**src/rtl/fpx_pkg.sv**
```systemverilog
package fpx_pkg;
  typedef enum logic [1:0] {
    FPX_ARITH     = 2'd0,
    FPX_CMP_ORD   = 2'd1,
    FPX_CMP_UNORD = 2'd2,
    FPX_CLS_RSVD  = 2'd3
  } fpx_class_e;
endpackage

```
**src/rtl/fpx_class_filter.sv**
```systemverilog
module fpx_class_filter
  import fpx_pkg::*;
#(
  parameter int unsigned NEXC = 5
) (
  input  logic             op_valid,
  input  fpx_class_e       op_class,
  input  logic [NEXC-1:0]  op_exc,
  input  logic             cmp_unord,
  output logic             upd,
  output logic [NEXC-1:0]  filt
);
  localparam int unsigned INV_BIT = NEXC - 1;

  always_comb begin
    upd  = 1'b0;
    filt = '0;
    if (op_valid) begin
      unique case (op_class)
        FPX_ARITH: begin
          upd  = 1'b1;
          filt = op_exc;
        end
        FPX_CMP_ORD: begin
          upd           = 1'b1;
          filt[INV_BIT] = op_exc[INV_BIT] & cmp_unord;
        end
        default: begin
          upd  = 1'b0;
          filt = '0;
        end
      endcase
    end
  end
endmodule

```
**src/rtl/fpx_flag_regs.sv**
```systemverilog
module fpx_flag_regs #(
  parameter int unsigned NEXC = 5
) (
  input  logic             clk,
  input  logic             rst,
  input  logic             upd,
  input  logic [NEXC-1:0]  filt,
  input  logic             sw_wr,
  input  logic [NEXC-1:0]  sw_act,
  input  logic [NEXC-1:0]  sw_acc,
  output logic [NEXC-1:0]  act_q,
  output logic [NEXC-1:0]  acc_q
);
  always_ff @(posedge clk) begin
    if (rst) begin
      act_q <= '0;
      acc_q <= '0;
    end else if (upd && sw_wr) begin
      act_q <= sw_act | filt;
      acc_q <= sw_acc | filt;
    end else if (upd) begin
      act_q <= filt;
      acc_q <= acc_q | filt;
    end else if (sw_wr) begin
      act_q <= sw_act;
      acc_q <= sw_acc;
    end
  end

  a_r3_accrued_sticky: assert property (@(posedge clk) disable iff (rst)
    !sw_wr |=> ((acc_q & $past(acc_q)) == $past(acc_q)));

  a_r5_hold_when_idle: assert property (@(posedge clk) disable iff (rst)
    (!upd && !sw_wr) |=> ($stable(act_q) && $stable(acc_q)));

  a_r2_actual_overwrite: assert property (@(posedge clk) disable iff (rst)
    (upd && !sw_wr) |=> (act_q == $past(filt)));

  a_r8_collision_merge: assert property (@(posedge clk) disable iff (rst)
    (upd && sw_wr) |=> ((act_q & $past(filt)) == $past(filt)
                        && (acc_q & $past(filt)) == $past(filt)));
endmodule

```
**src/rtl/fpx_trap_gen.sv**
```systemverilog
module fpx_trap_gen #(
  parameter int unsigned NEXC = 5
) (
  input  logic             clk,
  input  logic             rst,
  input  logic             upd,
  input  logic [NEXC-1:0]  filt,
  input  logic [NEXC-1:0]  trap_en,
  output logic             trap_req
);
  always_ff @(posedge clk) begin
    if (rst) trap_req <= 1'b0;
    else     trap_req <= upd && ((filt & trap_en) != '0);
  end

  a_r7_no_trap_without_update: assert property (@(posedge clk) disable iff (rst)
    !upd |=> !trap_req);
endmodule

```
**src/rtl/fpx_flag_unit.sv**
```systemverilog
module fpx_flag_unit
  import fpx_pkg::*;
#(
  parameter int unsigned NEXC    = 5,
  parameter int unsigned REG_W   = 32,
  parameter int unsigned ACT_LSB = 8,
  parameter int unsigned ACC_LSB = 0
) (
  input  logic               clk,
  input  logic               rst,
  input  logic               op_valid,
  input  logic [1:0]         op_class,
  input  logic [NEXC-1:0]    op_exc,
  input  logic               cmp_unord,
  input  logic [NEXC-1:0]    trap_en,
  input  logic               sw_wr,
  input  logic [REG_W-1:0]   sw_wdata,
  output logic [REG_W-1:0]   rd_data,
  output logic               trap_req
);
  localparam int unsigned INV_BIT = NEXC - 1;

  logic            upd;
  logic [NEXC-1:0] filt;
  logic [NEXC-1:0] act_q;
  logic [NEXC-1:0] acc_q;

  fpx_class_filter #(.NEXC(NEXC)) filter_i (
    .op_valid (op_valid),
    .op_class (fpx_class_e'(op_class)),
    .op_exc   (op_exc),
    .cmp_unord(cmp_unord),
    .upd      (upd),
    .filt     (filt)
  );

  fpx_flag_regs #(.NEXC(NEXC)) regs_i (
    .clk   (clk),
    .rst   (rst),
    .upd   (upd),
    .filt  (filt),
    .sw_wr (sw_wr),
    .sw_act(sw_wdata[ACT_LSB +: NEXC]),
    .sw_acc(sw_wdata[ACC_LSB +: NEXC]),
    .act_q (act_q),
    .acc_q (acc_q)
  );

  fpx_trap_gen #(.NEXC(NEXC)) trap_i (
    .clk     (clk),
    .rst     (rst),
    .upd     (upd),
    .filt    (filt),
    .trap_en (trap_en),
    .trap_req(trap_req)
  );

  always_comb begin
    rd_data = '0;
    rd_data[ACT_LSB +: NEXC] = act_q;
    rd_data[ACC_LSB +: NEXC] = acc_q;
  end

  a_r4_ordered_cmp_invalid_only: assert property (@(posedge clk) disable iff (rst)
    (op_valid && op_class == 2'd1) |-> (filt[INV_BIT-1:0] == '0));

  a_r5_silent_classes: assert property (@(posedge clk) disable iff (rst)
    (op_valid && op_class[1]) |-> !upd);

  a_r7_trap_has_cause: assert property (@(posedge clk) disable iff (rst)
    trap_req |-> (($past(filt) & $past(trap_en)) != '0));
endmodule

```
**config.mk**
```make
export PLATFORM = sky130hd
export DESIGN_NAME = fpx_flag_unit
export DESIGN_NICKNAME = d
export VERILOG_FILES = /design/src/rtl/fpx_pkg.sv /design/src/rtl/fpx_class_filter.sv /design/src/rtl/fpx_flag_regs.sv /design/src/rtl/fpx_trap_gen.sv /design/src/rtl/fpx_flag_unit.sv
export SDC_FILE = /design/constraint.sdc
export NUM_CORES = 1
export LEC_CHECK = 0
export ABC_CLOCK_PERIOD_IN_PS = 1020
export CAP_MARGIN = 20
export CORE_MARGIN = 2
export CORE_UTILIZATION = 26
export DETAILED_ROUTE_END_ITERATION = 8
export PLACE_DENSITY = 0.84
export SETUP_SLACK_MARGIN = 0.1
export SLEW_MARGIN = 30
export SYNTH_ARGS = -nofsm -noshare
export SYNTH_HDL_FRONTEND = slang
export SYNTH_SLANG_ARGS = --single-unit
```
**constraint.sdc**
```tcl
create_clock -name clk -period 1.02 [get_ports clk]
set_input_delay 0.153 -clock clk [delete_from_list [all_inputs] [get_ports clk]]
set_output_delay 0.153 -clock clk [all_outputs]
set_load 0.02 [all_outputs]
```
==> impl_metrics.json, run 1 <==
{
  "powerDensity_mw_per_mm2": 1050,
  "final_layout_size_suffix_gt1_frac": 0.303,
  "fin_crit_ns": 0.889,
  "ys_types": 19,
  "routed_wl_microns": 1710,
  "hold_violations": 0,
  "grt_use_total": 0.119,
  "grt_pass1_wl_microns": 2570,
  "clkLatencyLatePin_ns": 0.26,
  "dr.pass1.iters": 6,
  "core-area_sq_mm": 0.00245,
  "worstSetupEndpointType": "output pin",
  "path_delay_family": "flip-flops",
  "dieHeight_microns": 54.6,
  "maxCapViolCount": 0,
  "fmax_ghz": 1.13,
  "worstHoldPathCells": 3,
  "crit_chain": "buf_4",
  "path_buf_inv": 1,
  "async_reset_ff_frac": 0,
  "p_leak_nw": 0.518,
  "startpoint_type": "register",
  "slew_viol_final": 0,
  "synth_common_cells": "23 x buf_4, 11 x dfxtp_1, 9 x nand2_1",
  "yosys.cell_count.top_type": "buf_4",
  "synth_edf_count": 0,
  "min_from": "op_exc[1]",
  "finalSetupViolCount": 0,
  "synth_seq_area_share": 0.330,
  "avgSynthCellArea_sq_um": 8.77,
  "cpPeakStageDelay_ns": 0.32,
  "htree_levels": 1,
  "gp_congestion": 0.729,
  "timing.rr.end": "regs_i.act_q[3]$_SDFFE_PP0P_",
  "fin_crit_sh": 0.871,
  "cts.clk_slew.worst_paths_ns": 0.07,
  "cts_buffers": 3,
  "rsz0062_at_grt": "true",
  "grt_max_degree": 11,
  "synth_top_flop_cell": "dfxtp_1",
  "cpMaxStageDelayCell": "dfxtp_2",
  "place_area_sq_mm": 0.00104,
  "r2r_start": "regs_i.act_q[3]$_SDFFE_PP0P_",
  "vias_per_cell": 4.20,
  "status": "finished clean",
  "post_cts_buffers": 0,
  "peakVddDrop_v": 0.000449,
  "grt_pass1_vias": 614,
  "post-place-ws_ns": -0.285,
  "dpl.hpwl_microns": 1360,
  "synth_top_area_frac": 0.330,
  "worstPathRequired_ns": 0.87,
  "clockBufferDepth": 2,
  "fin_area_sq_mm": 0.00109,
  "rrSetupSlack_ns": 0.28,
  "critPathKind": "reg2out",
  "cts.sinks": 11,
  "n_antenna_cell": 0,
  "drc": 0,
  "antenna_found_initial": 0,
  "syn_inst": 76,
  "grt_overflow_total": 0,
  "port_buffers": 37,
  "die-area_sq_mm": 0.00299,
  "io_pins": 82,
  "fin_ws_ns": 0.131,
  "cts-root-buf": "clkbuf_4",
  "dr_total_vias": 639,
  "first_iter_violations": 14,
  "layout.nets": 172,
  "tritoncts": "yes",
  "syn_area_sq_um": 667,
  "rr_worst_depth": 3,
  "num_rows": 18,
  "worstPathMaxFanout": 2,
  "die_w_microns": 54.6,
  "cp.arrival_ns": 0.74,
  "yosysTopAreaCell": "dfxtp_1",
  "initial_utilization": 0.272,
  "area_delta_synth_final_pct": 64.2,
  "hold_buffers": 0,
  "ant_nets": 0,
  "ys_ff_latch": 11,
  "wl_per_cell_microns": 11.2,
  "synth_area_leaders": "dfxtp_1 33%, buf_4 26%, mux2i_1 7.5%",
  "hold_path_class": "in2reg",
  "yosys_warnings": 0,
  "hold_end": "regs_i.acc_q[1]$_SDFFE_PP0P_",
  "fillers": 249,
  "skew_ns": 0
}
timing repair:
| item | in CTS | in global routing |
|---|---|---|
| resized for setup | 58 | 19 |
| gates cloned | 1 | 0 |
| endpoints found under the setup margin | 22 | 11 |
| endpoints found under the hold margin | 0 | 0 |
| pin swaps | 3 | 0 |
sequential cells by signal, indices dropped and copies added (netlist names):
signal	count
regs_i.acc_q	5
regs_i.act_q	5
trap_i.trap_req	1
power by group:
group / leakage (nW) / switching, W / total, W / internal (W)
registers: 0.0939 / 0.0000145 / 0.000477 / 0.000463
clock network: 0.0150 / 0.000132 / 0.000282 / 0.000151
logic: 0.409 / 0.000197 / 0.000389 / 0.000192
kinds of logic (layout without fill, tap and decap cells):
group / count (synthesis) / after routing / synth area share
and+or+nand+nor: 21 / 21 / 0.184
buffers and inverters: 25 / 50 / 0.281
muxes: 5 / 5 / 0.0750
AOI/OAI and AO/OA: 13 / 13 / 0.124
DFF: 11 / 11 / 0.330
other: 1 / 22 / 0.00562
per-layer routing:
| layer | GRT usage | part of all wire | up-vias | wire length, microns |
|---|---|---|---|---|
| li1 | - | - | 310 | - |
| met1 | 0.132 | 0.36 | 290 | 612 |
| met2 | 0.208 | 0.52 | 39 | 890 |
| met3 | 0.0437 | 0.12 | 0 | 204 |
| met4 | 0.0375 | 0 | 0 | 0 |
| met5 | 0 | 0 | - | 0 |
per-stage QoR:
stage / TNS [ns] / hold WS [ns] / utilization / std cells / power (W)
6_report: 0 / 0.326 / 0.446 / 152 / 0.00115
5_1_grt: 0 / 0.347 / 0.446 / 152 / 0.00121
4_1_cts: 0 / 0.331 / 0.429 / 152 / 0.00114
3_5_place_dp: -3.22 / 0.486 / 0.423 / 147 / 0.000866
3_3_place_gp: -2.69 / 0.489 / 0.423 / 147 / 0.000860
2_1_floorplan: 0 / 0.260 / - / 97 / 0.000727
layout make-up:
type / count / area, sq um / share of cell area
repair buffers: 46 / 434 / 0.397
multi-input cells: 61 / 365 / 0.334
flip-flops and latches: 11 / 231 / 0.211
well taps: 30 / 37.5 / 0.0343
clock buffers: 4 / 26.3 / 0.0240
worst reg2reg max path: stages, from the launching register on:
cell and delay, ns:
dfxtp_2 0.33, buf_4 0.09, nand3b_1 0.08, a31oi_1 0.17
placed cells by master, fill, tap and decap left out, types with 2 or more instances in the layout:
cell type / n
clkbuf_4: 3
mux2i_1: 5
a31oi_1: 5
dfxtp_2: 9
dfxtp_1: 2
a21oi_1: 5
conb_1: 22
nand3b_1: 5
nand2_1: 9
buf_4: 17
dlygate4sd2_1: 9
clkdlybuf4s50_1: 17
worst max-delay path by stage:
stage / cells past startpoint / endpoint / start
after floorplan: 4 / regs_i.acc_q[3]$_SDFFE_PP0P_ / sw_wr
after global placement: 4 / trap_i.trap_req$_SDFF_PP0_ / op_exc[1]
after detailed placement: 4 / regs_i.act_q[2]$_SDFFE_PP0P_ / op_valid
after CTS: 1 / rd_data[10] / regs_i.act_q[2]$_SDFFE_PP0P_
after global routing: 3 / trap_i.trap_req$_SDFF_PP0_ / op_exc[3]
final: 1 / rd_data[9] / regs_i.act_q[1]$_SDFFE_PP0P_
No activity file was read; power rests on OpenSTA's default activity.
==> run 2: changes to the inputs <==
- GPL_TIMING_DRIVEN: unset -> 1
==> results of run 2 <==
No change in the layout: final DEF, timing and power equal those of run 1.
